$ cat config.mk
export PLATFORM = sky130hd
export DESIGN_NAME = timed_pin_unit
export DESIGN_NICKNAME = d
export VERILOG_FILES = /design/src/rtl/tp_pkg.sv /design/src/rtl/tp_sync.sv /design/src/rtl/tp_sched.sv /design/src/rtl/tp_stamp.sv /design/src/rtl/timed_pin_unit.sv
export SDC_FILE = /design/constraint.sdc
export NUM_CORES = 1
export LEC_CHECK = 0
export BUFFER_PORTS_ARGS = -buffer_cell sky130_fd_sc_hd__buf_2
export CAP_MARGIN = 20
export CORE_ASPECT_RATIO = 1.5
export CORE_MARGIN = 2
export CORE_UTILIZATION = 45
export DETAILED_ROUTE_END_ITERATION = 6
export HOLD_SLACK_MARGIN = 0.15
export PLACE_DENSITY_LB_ADDON = 0.1
export SLEW_MARGIN = 0
export SYNTH_ARGS = -nofsm -noshare
export SYNTH_HDL_FRONTEND = slang
export SYNTH_HIERARCHICAL = 1
export SYNTH_SLANG_ARGS = --single-unit
$ cat constraint.sdc
create_clock -name clk -period 3.25 [get_ports clk]
set_input_delay 0.65 -clock clk [delete_from_list [all_inputs] [get_ports clk]]
set_output_delay 0.65 -clock clk [all_outputs]
set_load 0.01 [all_outputs]
$ cat src/rtl/tp_pkg.sv
package tp_pkg;
  localparam int REG_AW = 6;
  localparam int WORD_W = 32;

  localparam logic [REG_AW-1:0] OFF_CTRL    = 6'h00;
  localparam logic [REG_AW-1:0] OFF_CMP_LO  = 6'h10;
  localparam logic [REG_AW-1:0] OFF_CMP_HI  = 6'h14;
  localparam logic [REG_AW-1:0] OFF_IVL_LO  = 6'h18;
  localparam logic [REG_AW-1:0] OFF_IVL_HI  = 6'h1C;
  localparam logic [REG_AW-1:0] OFF_CAPT_LO = 6'h20;
  localparam logic [REG_AW-1:0] OFF_CAPT_HI = 6'h24;
  localparam logic [REG_AW-1:0] OFF_CAPC_LO = 6'h28;
  localparam logic [REG_AW-1:0] OFF_CAPC_HI = 6'h2C;
  localparam logic [REG_AW-1:0] OFF_LIVE_LO = 6'h30;
  localparam logic [REG_AW-1:0] OFF_LIVE_HI = 6'h34;

  typedef enum logic [1:0] {
    EDGE_RISE = 2'd0,
    EDGE_FALL = 2'd1,
    EDGE_BOTH = 2'd2,
    EDGE_RSVD = 2'd3
  } edge_sel_e;

  // packed order gives: [4] repeat, [3:2] edge, [1] input dir, [0] enable
  typedef struct packed {
    logic      rpt;
    edge_sel_e edge_sel;
    logic      dir_in;
    logic      en;
  } ctrl_t;

  localparam int CTRL_W = $bits(ctrl_t);
endpackage

$ cat src/rtl/tp_sync.sv
module tp_sync #(
  parameter int STAGES = 2
) (
  input  logic clk,
  input  logic rst,
  input  logic din,
  output logic rise,
  output logic fall
);
  logic [STAGES-1:0] chain_q;
  logic              prev_q;

  generate
    for (genvar i = 0; i < STAGES; i++) begin : g_stage
      if (i == 0) begin : g_first
        always_ff @(posedge clk) begin
          if (rst) chain_q[0] <= 1'b0;
          else     chain_q[0] <= din;
        end
      end else begin : g_next
        always_ff @(posedge clk) begin
          if (rst) chain_q[i] <= 1'b0;
          else     chain_q[i] <= chain_q[i-1];
        end
      end
    end
  endgenerate

  always_ff @(posedge clk) begin
    if (rst) prev_q <= 1'b0;
    else     prev_q <= chain_q[STAGES-1];
  end

  assign rise = chain_q[STAGES-1] & ~prev_q;
  assign fall = ~chain_q[STAGES-1] & prev_q;
endmodule

$ cat src/rtl/tp_sched.sv
module tp_sched
  import tp_pkg::*;
#(
  parameter int TIME_W = 64
) (
  input  logic              clk,
  input  logic              rst,
  input  logic [TIME_W-1:0] time_ns,
  input  logic              arm,
  input  logic              run,
  input  logic              rpt,
  input  edge_sel_e         edge_sel,
  input  logic              cmp_wr_lo,
  input  logic              cmp_wr_hi,
  input  logic              ivl_wr_lo,
  input  logic              ivl_wr_hi,
  input  logic [WORD_W-1:0] wdata,
  output logic [TIME_W-1:0] cmp_val,
  output logic [TIME_W-1:0] ivl_val,
  output logic              pin_q,
  output logic              fire
);
  localparam int HI_W = TIME_W - WORD_W;

  logic [TIME_W-1:0] cmp_q;
  logic [TIME_W-1:0] ivl_q;
  logic              armed_q;
  logic              pin_r;

  assign fire = run & armed_q & (time_ns >= cmp_q);

  always_ff @(posedge clk) begin
    if (rst)                armed_q <= 1'b0;
    else if (arm)           armed_q <= 1'b1;
    else if (fire && !rpt)  armed_q <= 1'b0;
  end

  always_ff @(posedge clk) begin
    if (rst) begin
      cmp_q <= '0;
    end else if (cmp_wr_lo) begin
      cmp_q[WORD_W-1:0] <= wdata;
    end else if (cmp_wr_hi) begin
      cmp_q[TIME_W-1:WORD_W] <= wdata[HI_W-1:0];
    end else if (fire && rpt) begin
      cmp_q <= cmp_q + ivl_q;
    end
  end

  always_ff @(posedge clk) begin
    if (rst) begin
      ivl_q <= '0;
    end else if (ivl_wr_lo) begin
      ivl_q[WORD_W-1:0] <= wdata;
    end else if (ivl_wr_hi) begin
      ivl_q[TIME_W-1:WORD_W] <= wdata[HI_W-1:0];
    end
  end

  always_ff @(posedge clk) begin
    if (rst) begin
      pin_r <= 1'b0;
    end else if (fire) begin
      case (edge_sel)
        EDGE_RISE: pin_r <= 1'b1;
        EDGE_FALL: pin_r <= 1'b0;
        default:   pin_r <= ~pin_r;
      endcase
    end
  end

  assign cmp_val = cmp_q;
  assign ivl_val = ivl_q;
  assign pin_q   = pin_r;
endmodule

$ cat src/rtl/tp_stamp.sv
module tp_stamp
  import tp_pkg::*;
#(
  parameter int TIME_W = 64,
  parameter int CNT_W  = 64
) (
  input  logic              clk,
  input  logic              rst,
  input  logic [TIME_W-1:0] time_ns,
  input  logic              clr,
  input  logic              run,
  input  edge_sel_e         edge_sel,
  input  logic              rise,
  input  logic              fall,
  output logic [TIME_W-1:0] capt_time,
  output logic [CNT_W-1:0]  capt_cnt,
  output logic [CNT_W-1:0]  live_cnt,
  output logic              cap_stb
);
  logic [TIME_W-1:0] capt_time_q;
  logic [CNT_W-1:0]  capt_cnt_q;
  logic [CNT_W-1:0]  live_q;
  logic              qual;

  always_comb begin
    case (edge_sel)
      EDGE_RISE: qual = rise;
      EDGE_FALL: qual = fall;
      default:   qual = rise | fall;
    endcase
  end

  assign cap_stb = run & qual;

  always_ff @(posedge clk) begin
    if (rst) begin
      live_q      <= '0;
      capt_cnt_q  <= '0;
      capt_time_q <= '0;
    end else if (clr) begin
      live_q <= '0;
    end else if (cap_stb) begin
      live_q      <= live_q + 1'b1;
      capt_cnt_q  <= live_q + 1'b1;
      capt_time_q <= time_ns;
    end
  end

  assign capt_time = capt_time_q;
  assign capt_cnt  = capt_cnt_q;
  assign live_cnt  = live_q;
endmodule

$ cat src/rtl/timed_pin_unit.sv
module timed_pin_unit
  import tp_pkg::*;
#(
  parameter int TIME_W      = 64,
  parameter int CNT_W       = 64,
  parameter int SYNC_STAGES = 2
) (
  input  logic              clk,
  input  logic              rst,
  input  logic [TIME_W-1:0] time_ns,
  input  logic              reg_wr,
  input  logic [REG_AW-1:0] reg_addr,
  input  logic [WORD_W-1:0] reg_wdata,
  output logic [WORD_W-1:0] reg_rdata,
  input  logic              pin_in,
  output logic              pin_out,
  output logic              pin_oe
);
  localparam int PAD_W = WORD_W - CTRL_W;

  ctrl_t     ctrl_q;
  ctrl_t     wr_ctrl_val;
  logic      act_en;
  logic      act_dir;
  logic      act_rpt;
  edge_sel_e act_edge;

  logic wr_ctrl, en_rise, en_fall;
  logic cmp_wr_lo, cmp_wr_hi, ivl_wr_lo, ivl_wr_hi, cmp_wr;
  logic run_out, run_in;

  logic [TIME_W-1:0] cmp_w, ivl_w, capt_time_w;
  logic [CNT_W-1:0]  capt_cnt_w, live_cnt_w;
  logic              fire_w, cap_stb_w, pin_q_w;
  logic              rise_w, fall_w;
  logic [WORD_W-1:0] rd_next;

  assign wr_ctrl     = reg_wr && (reg_addr == OFF_CTRL);
  assign wr_ctrl_val = ctrl_t'(reg_wdata[CTRL_W-1:0]);
  assign en_rise     = wr_ctrl && wr_ctrl_val.en && !ctrl_q.en;
  assign en_fall     = wr_ctrl && !wr_ctrl_val.en;
  assign cmp_wr_lo   = reg_wr && (reg_addr == OFF_CMP_LO);
  assign cmp_wr_hi   = reg_wr && (reg_addr == OFF_CMP_HI);
  assign ivl_wr_lo   = reg_wr && (reg_addr == OFF_IVL_LO);
  assign ivl_wr_hi   = reg_wr && (reg_addr == OFF_IVL_HI);
  assign cmp_wr      = cmp_wr_lo | cmp_wr_hi;

  // control word as written, for readback
  always_ff @(posedge clk) begin
    if (rst)          ctrl_q <= '0;
    else if (wr_ctrl) ctrl_q <= wr_ctrl_val;
  end

  // working configuration, sampled only when enable rises
  always_ff @(posedge clk) begin
    if (rst) begin
      act_en   <= 1'b0;
      act_dir  <= 1'b0;
      act_rpt  <= 1'b0;
      act_edge <= EDGE_RISE;
    end else if (en_rise) begin
      act_en   <= 1'b1;
      act_dir  <= wr_ctrl_val.dir_in;
      act_rpt  <= wr_ctrl_val.rpt;
      act_edge <= wr_ctrl_val.edge_sel;
    end else if (en_fall) begin
      act_en   <= 1'b0;
    end
  end

  assign run_out = act_en & ~act_dir;
  assign run_in  = act_en & act_dir;

  tp_sched #(.TIME_W(TIME_W)) u_sched (
    .clk       (clk),
    .rst       (rst),
    .time_ns   (time_ns),
    .arm       (en_rise),
    .run       (run_out),
    .rpt       (act_rpt),
    .edge_sel  (act_edge),
    .cmp_wr_lo (cmp_wr_lo),
    .cmp_wr_hi (cmp_wr_hi),
    .ivl_wr_lo (ivl_wr_lo),
    .ivl_wr_hi (ivl_wr_hi),
    .wdata     (reg_wdata),
    .cmp_val   (cmp_w),
    .ivl_val   (ivl_w),
    .pin_q     (pin_q_w),
    .fire      (fire_w)
  );

  tp_sync #(.STAGES(SYNC_STAGES)) u_sync (
    .clk  (clk),
    .rst  (rst),
    .din  (pin_in),
    .rise (rise_w),
    .fall (fall_w)
  );

  tp_stamp #(.TIME_W(TIME_W), .CNT_W(CNT_W)) u_stamp (
    .clk       (clk),
    .rst       (rst),
    .time_ns   (time_ns),
    .clr       (en_rise),
    .run       (run_in),
    .edge_sel  (act_edge),
    .rise      (rise_w),
    .fall      (fall_w),
    .capt_time (capt_time_w),
    .capt_cnt  (capt_cnt_w),
    .live_cnt  (live_cnt_w),
    .cap_stb   (cap_stb_w)
  );

  function automatic logic [WORD_W-1:0] word_of(input logic [63:0] v, input logic hi);
    return hi ? v[63:32] : v[31:0];
  endfunction

  always_comb begin
    case (reg_addr)
      OFF_CTRL:    rd_next = {{PAD_W{1'b0}}, ctrl_q};
      OFF_CMP_LO:  rd_next = word_of(64'(cmp_w), 1'b0);
      OFF_CMP_HI:  rd_next = word_of(64'(cmp_w), 1'b1);
      OFF_IVL_LO:  rd_next = word_of(64'(ivl_w), 1'b0);
      OFF_IVL_HI:  rd_next = word_of(64'(ivl_w), 1'b1);
      OFF_CAPT_LO: rd_next = word_of(64'(capt_time_w), 1'b0);
      OFF_CAPT_HI: rd_next = word_of(64'(capt_time_w), 1'b1);
      OFF_CAPC_LO: rd_next = word_of(64'(capt_cnt_w), 1'b0);
      OFF_CAPC_HI: rd_next = word_of(64'(capt_cnt_w), 1'b1);
      OFF_LIVE_LO: rd_next = word_of(64'(live_cnt_w), 1'b0);
      OFF_LIVE_HI: rd_next = word_of(64'(live_cnt_w), 1'b1);
      default:     rd_next = '0;
    endcase
  end

  always_ff @(posedge clk) begin
    if (rst) reg_rdata <= '0;
    else     reg_rdata <= rd_next;
  end

  assign pin_out = pin_q_w;
  assign pin_oe  = run_out;
endmodule

==> impl_metrics.toml, run 1 <==
[status]
status = "finished with violations"
violations = "DRC, setup timing"

[yosys]
synth.ff_latch_count = 367
synth_edf_count = 0
ys_dominant_reg_cell = "dfxtp_1"
synth_cell_types = 87
ys_warn_count = 6
synthesis.instances = 2822
synth-seq-area-share = 0.321
synth_area_um2 = 22900
async_flop_share = 0
syn_nets = 3057
avgSynthCellArea_um2 = 8.11

[timing]
fin_crit_ns = 3.32
rsz0062_at_grt = "yes"
fin_crit_sh = 1.02
hold_violations = 0
setup_violations = 4
max_freq_mhz = 301
worst_pin_slew_ns = 0.913
fin_setup_tns_ns = -0.162
setup_slack_ns = -0.0706
slew_viol_final = 0
maxSlewHeadroom = 0.391
clock_skew_ns = 0.0160

[grt]
grt.overflow.total = 0
antenna_found_initial = 1
grt_pass1_vias = 24100
grt_start_max_net_pins = 74
grt_pass1_wl_um = 150000
grt.total_usage = 0.379

[power_and_ir_drop]
leakage_nw = 10.8
power_density_nw_per_um2 = 353
irDropWorstVdd_v = 0.000380

[place]
placed_cells = 3839
portBuffers = 139
place_congestion = 1.01
dp_slack_ns = -0.581
post-dp-hpwl_um = 79100

[clock_network]
clock_sinks = 367
clockBufferDepth = 3
clkTransAtPathRegs_ns = 0.06
htree_levels = 2
clockRootBuffer = "clkbuf_16"
cts_buffers = 41
cts_tree = "built"
clk_latency_ns = 0.58
postCtsHoldBufs = 0

[die]
rows = 101
dieArea_um2 = 52700
core_area_um2 = 50400
fp.dieW_um = 188
design.portCount = 140
die_h_um = 280
initial_core_util = 0.454

[detailed_routing]
drt-vias-per-instance = 6.29
route.detailed.drc = 4
vias = 24700
drtPass1Iterations = 7
wl_per_cell_um = 26.4
drt_iter0_drc = 2361
final_antenna_net_count = 0
wirelength_um = 104000

[worst_setup_path]
cp_data_arrival_time_ns = 3.81
path_max_fanout = 4
required_ns = 3.74
crit_type = "reg -> reg"
worstSetupEndpointType = "flop"
rrSetupSlack_ns = -0.07
timing.rr.start = "u_sched/cmp_val[0]$_SDFFE_PP0P_"
reg2reg_to = "u_sched/cmp_val[50]$_SDFFE_PP0P_"
start_kind = "flop"
ff2ff_path_depth = 14

[worst_hold_path]
holdPathEnd = "u_sync/chain_q[0]$_SDFF_PP0_"
min_path_type = "in -> reg"
hold_start = "pin_in"
holdPathStages = 2

[cells_and_area]
stdcell_count = 3923
syn_to_final_growth_pct = 27.0
num_antenna_cells = 0
drive_gt1_frac = 0.246
nets = 3458

[run]
cap_violations = 0
critical path, stage by stage, from the launching register on:
cell and delay (ns):
dfxtp_2 0.35, ha_4 0.14, inv_2 0.04, fa_2 0.33, and2b_2 0.25, o2111ai_4 0.15, a2111o_1 0.52, o2111ai_4 0.12
a41oi_4 0.17, o31a_1 0.34, o21ai_2 0.26, buf_4 0.17, xnor2_2 0.09, nand2_1 0.08, a221oi_2 0.23
state kept, by name, indices dropped and copies added (netlist names):
name               cells
u_sched/cmp_val       64
u_sched/ivl_val       64
u_stamp/capt_cnt      64
u_stamp/capt_time     64
u_stamp/live_cnt      64
reg_rdata             32
ctrl_q                 5
act_edge               2
u_sync/chain_q         2
act_dir                1
act_en                 1
act_rpt                1
u_sched/armed_q        1
u_sched/pin_q          1
u_sync/prev_q          1
metal layers:
metal  up-vias  track usage  part of all wire
met3       289       0.0383             0.064
met5         -            0                 0
met2      1149        0.668              0.49
met4         0        0.205             0.060
met1     12000        0.451              0.38
li1      11200            -                 -
placed cells by master (no fill, tap or decap), types with 25 or more instances in the layout:
cell	instances
xnor2_1	54
ha_1	115
a22oi_1	39
a222oi_1	27
or3_1	43
buf_2	137
inv_1	98
or4_1	30
nand3_1	54
o2bb2ai_1	27
mux4_2	37
xor2_1	49
nor2_1	234
a21oi_1	291
clkbuf_16	43
o21ai_0	83
o31ai_1	26
nand4_1	76
buf_4	405
a21o_1	44
nor4_1	26
a311oi_1	25
nand2_1	359
mux2i_1	100
dfxtp_1	358
a211oi_1	70
nor3_1	38
metrics by stage:
step / area [um2] / hold WS, ns / total power, W / utilization
after floorplan: 22900 / 0.414 / 0.00490 / -
after global placement: 26800 / 0.440 / 0.00526 / 0.532
after detailed placement: 26800 / 0.447 / 0.00526 / 0.532
after CTS: 28500 / 0.283 / 0.0103 / 0.565
after global routing: 29100 / 0.300 / 0.0105 / 0.576
final: 29100 / 0.310 / 0.0103 / 0.576
worst max-delay path by stage:
stage / slack (ns) / from / end
floorplan: 0.01 / u_sched/cmp_val[0]$_SDFFE_PP0P_ / u_sched/cmp_val[58]$_SDFFE_PP0P_
finish: -0.07 / u_sched/cmp_val[0]$_SDFFE_PP0P_ / u_sched/cmp_val[50]$_SDFFE_PP0P_
detailed placement: -0.58 / time_ns[41] / u_sched/cmp_val[2]$_SDFFE_PP0P_
global route: -0.16 / u_sched/cmp_val[0]$_SDFFE_PP0P_ / u_sched/cmp_val[50]$_SDFFE_PP0P_
CTS: -0.03 / u_sched/ivl_val[0]$_SDFFE_PP0P_ / u_sched/cmp_val[46]$_SDFFE_PP0P_
global placement: -0.56 / time_ns[43] / u_sched/cmp_val[2]$_SDFFE_PP0P_
Yosys cell counts, types with 16 or more instances:
cell type,instances,share of area
a211oi_1,76,0.025
a21o_1,44,0.014
a21oi_1,301,0.066
a222oi_1,27,0.012
a22oi_1,39,0.013
a311oi_1,27,0.010
a31oi_1,23,0.0063
and3_1,22,0.0060
buf_1,17,0.0028
buf_2,32,0.0070
clkbuf_1,142,0.023
dfxtp_1,367,0.32
ha_1,128,0.070
inv_1,100,0.016
mux2i_1,100,0.044
mux4_2,37,0.036
nand2_1,364,0.060
nand3_1,54,0.012
nand4_1,76,0.021
nor2_1,239,0.039
nor2b_1,16,0.0044
nor3_1,40,0.0087
nor4_1,30,0.0082
o21ai_0,95,0.021
o21bai_1,22,0.0072
o2bb2ai_1,27,0.010
o31ai_1,27,0.0089
or3_1,43,0.012
or4_1,31,0.010
xnor2_1,58,0.022
xor2_1,49,0.019
area by class of cell:
| class | instances | area (um2) |
|---|---|---|
| clock buffers | 61 | 1230 |
| clock inverters | 13 | 196 |
| fillers | 4731 | 21400 |
| inverters | 102 | 383 |
| multi-input cells | 2154 | 15100 |
| flip-flops and latches | 367 | 7360 |
| well taps | 669 | 837 |
| repair buffers | 557 | 3980 |
timing repair:
action | in CTS | in global routing
setup endpoints to repair | 64 | 64
gates cloned | 0 | 1
gates resized for setup | 47 | 93
hold endpoints to repair | 0 | 0
buffers inserted | 3 | 8
pin swaps | 23 | 40
cells by family after synthesis:
kind of cell	after synthesis	synth area share
xor gates and xnor gates	107	0.0409
muxes	141	0.0821
adders and majority gates	129	0.0708
buffers and inverters	301	0.0522
and+or+nand+nor	972	0.202
DFF	367	0.321
AOI/OAI and AO/OA	805	0.231
power breakdown:
group,total [W],leakage [nW],switching (W),internal (W)
sequential,0.00452,2.96,0.00000985,0.00451
combinational,0.000678,7.13,0.000430,0.000248
clock,0.00505,0.699,0.00210,0.00296
Note: power is estimated with default switching activity, not from simulation.
==> run 2, diff against run 1 <==
--- a/config.mk
+++ b/config.mk
@@ -13,6 +13,7 @@
 export DETAILED_ROUTE_END_ITERATION = 6
 export HOLD_SLACK_MARGIN = 0.15
 export PLACE_DENSITY_LB_ADDON = 0.1
+export RECOVER_POWER = 50
 export SLEW_MARGIN = 0
 export SYNTH_ARGS = -nofsm -noshare
 export SYNTH_HDL_FRONTEND = slang
==> run 2 against run 1 <==
Against the previous run:
- flip-flop and latch count unchanged
- register-to-register slack improved by 0.02 ns
- clock power barely moved
- maximum frequency is 0.48% higher
- sequential share of layout area barely moved
- clock-buffer cell count is the same
- critical path type unchanged
- worst hold slack barely moved
- critical path depth unchanged
- sequential power hardly changed
- the flow finishes with violations (DRC, capacitance limit, slew limit, setup timing)
- clock skew shrank 0.0017 ns
- global-route usage unchanged
==> impl_metrics.toml, run 2 (synthesis results as in run 1) <==
[die]
initial_core_util = 0.454
fp.dieW_um = 188
rows = 101
die_h_um = 280
core_area_um2 = 50400
design.portCount = 140
dieArea_um2 = 52700

[detailed_routing]
drt_iter0_drc = 2372
drtPass1Iterations = 7
final_antenna_net_count = 0
drt-vias-per-instance = 6.29
route.detailed.drc = 3
wirelength_um = 104000
vias = 24700
wl_per_cell_um = 26.4

[place]
portBuffers = 139
place_congestion = 1.01
placed_cells = 3839
post-dp-hpwl_um = 79100

[cells_and_area]
num_antenna_cells = 0
seqCellArea_um2 = 7360
layout_common_cells = "buf_4 (403), nand2_1 (359), dfxtp_1 (358)"
nFillCells = 4754
multi_input_area_um2 = 15100
stdcell_count = 3923
syn_to_final_growth_pct = 26.8
drive_gt1_frac = 0.235
layout_commonest_cell = "buf_4"
nets = 3458

[status]
status = "finished with violations"
violations = "DRC, capacitance limit, slew limit, setup timing"

[worst_setup_path]
rrSetupSlack_ns = -0.05
ff2ff_path_depth = 14
crit_type = "reg -> reg"
worstSetupEndpointType = "flop"
timing.rr.start = "u_sched/cmp_val[0]$_SDFFE_PP0P_"
cp_data_arrival_time_ns = 3.76
path_max_fanout = 4
reg2reg_to = "u_sched/cmp_val[46]$_SDFFE_PP0P_"
start_kind = "flop"
required_ns = 3.71

[timing]
setup_violations = 4
slew_viol_final = 112
hold-worst-slack_ns = 0.311
worst_pin_slew_ns = 1.78
fin_crit_ns = 3.30
hold_violations = 0
fin_crit_sh = 1.02
maxSlewHeadroom = -0.184
clock_skew_ns = 0.0143
max_freq_mhz = 303
rsz0062_at_grt = "yes"
setup_slack_ns = -0.0548

[clock_network]
cts_tree = "built"
clk_latency_ns = 0.58
clockRootBuffer = "clkbuf_16"
clkTransAtPathRegs_ns = 0.06
postCtsHoldBufs = 0
clockBufferDepth = 3
cts_buffers = 41
htree_levels = 2
clock_sinks = 367

[grt]
grt_pass1_vias = 24100
grt_start_max_net_pins = 74
grt_pass1_wl_um = 150000
antenna_found_initial = 1
grt.overflow.total = 0
grt.total_usage = 0.379

[worst_hold_path]
holdPathEnd = "u_sync/chain_q[0]$_SDFF_PP0_"
min_path_type = "in -> reg"
holdPathStages = 2
hold_start = "pin_in"

[power_and_ir_drop]
power_density_nw_per_um2 = 353
irDropWorstVdd_v = 0.000384
leakage_nw = 10.6

[run]
cap_violations = 2
-- run 2: cell count changes in the layout (fill, tap and decap cells not counted) --
| cell | previous run | this run |
|---|---|---|
| buf_4 | 405 | 403 |
| and2_0 | 0 | 1 |
| clkbuf_1 | 8 | 42 |
| and2_1 | 13 | 12 |
| buf_2 | 137 | 103 |
| clkbuf_2 | 0 | 2 |
-- run 2: cell type report --
type                            instances  area share
Sequential cell                       367       0.254
Clock buffer                           61      0.0425
Inverter                              102      0.0132
Timing Repair Buffer                  557       0.136
Clock inverter                         13     0.00677
Multi-Input combinational cell       2154       0.520
Tap cell                              669      0.0288
-- run 2: per-stage QoR --
stage	TNS [ns]	setup WS [ns]	util	instance area, um2	total power, W
2_1_floorplan	0	0.0143	-	22900	0.00490
3_3_place_gp	-24.74	-0.563	0.532	26800	0.00526
3_5_place_dp	-28.21	-0.581	0.532	26800	0.00526
4_1_cts	-0.0318	-0.0318	0.565	28500	0.0103
5_1_grt	-0.847	-0.165	0.575	29000	0.0105
6_report	-0.146	-0.0548	0.575	29000	0.0102
-- run 2: how the worst max path moves through the flow --
stage                                         start                          endpoint  slack [ns]  cells past startpoint
floorplan           u_sched/cmp_val[0]$_SDFFE_PP0P_  u_sched/cmp_val[58]$_SDFFE_PP0P_        0.01                     13
global placement                        time_ns[43]   u_sched/cmp_val[2]$_SDFFE_PP0P_       -0.56                     15
detailed placement                      time_ns[41]   u_sched/cmp_val[2]$_SDFFE_PP0P_       -0.58                     15
CTS                 u_sched/ivl_val[0]$_SDFFE_PP0P_  u_sched/cmp_val[46]$_SDFFE_PP0P_       -0.03                     14
global route        u_sched/cmp_val[0]$_SDFFE_PP0P_  u_sched/cmp_val[50]$_SDFFE_PP0P_       -0.16                     14
finish              u_sched/cmp_val[0]$_SDFFE_PP0P_  u_sched/cmp_val[46]$_SDFFE_PP0P_       -0.05                     14
-- run 2: critical path, stage by stage (launching register included) --
cell and delay, ns:
dfxtp_2 0.35, ha_4 0.14, inv_2 0.04, fa_2 0.33, and2b_2 0.25, o2111ai_4 0.15
a2111o_1 0.52, o2111ai_4 0.12, a41oi_4 0.17, o31a_1 0.34, o21bai_4 0.23, buf_6 0.14
xnor2_2 0.10, nand2_1 0.09, a311oi_2 0.23
-- run 2: report_power, final --
part           switching [W]  internal (W)  total [W]  leakage [nW]
logic               0.000430      0.000248   0.000678          6.98
clock network        0.00210       0.00296    0.00505         0.699
registers         0.00000985       0.00451    0.00452          2.96
-- run 2: layer usage --
metal	vias to the layer above	wire length, um	GRT usage
met2	1169	50900	0.668
met5	-	0	0
met4	0	6210	0.205
met1	12000	39800	0.451
li1	11200	-	-
met3	308	6640	0.0383
-- run 2: repair_timing --
action,in CTS,in global routing
setup buffers,3,8
pin swaps,23,40
gates resized for setup,47,93
setup endpoints to repair,64,64
hold endpoints to repair,0,0
gates cloned,0,1
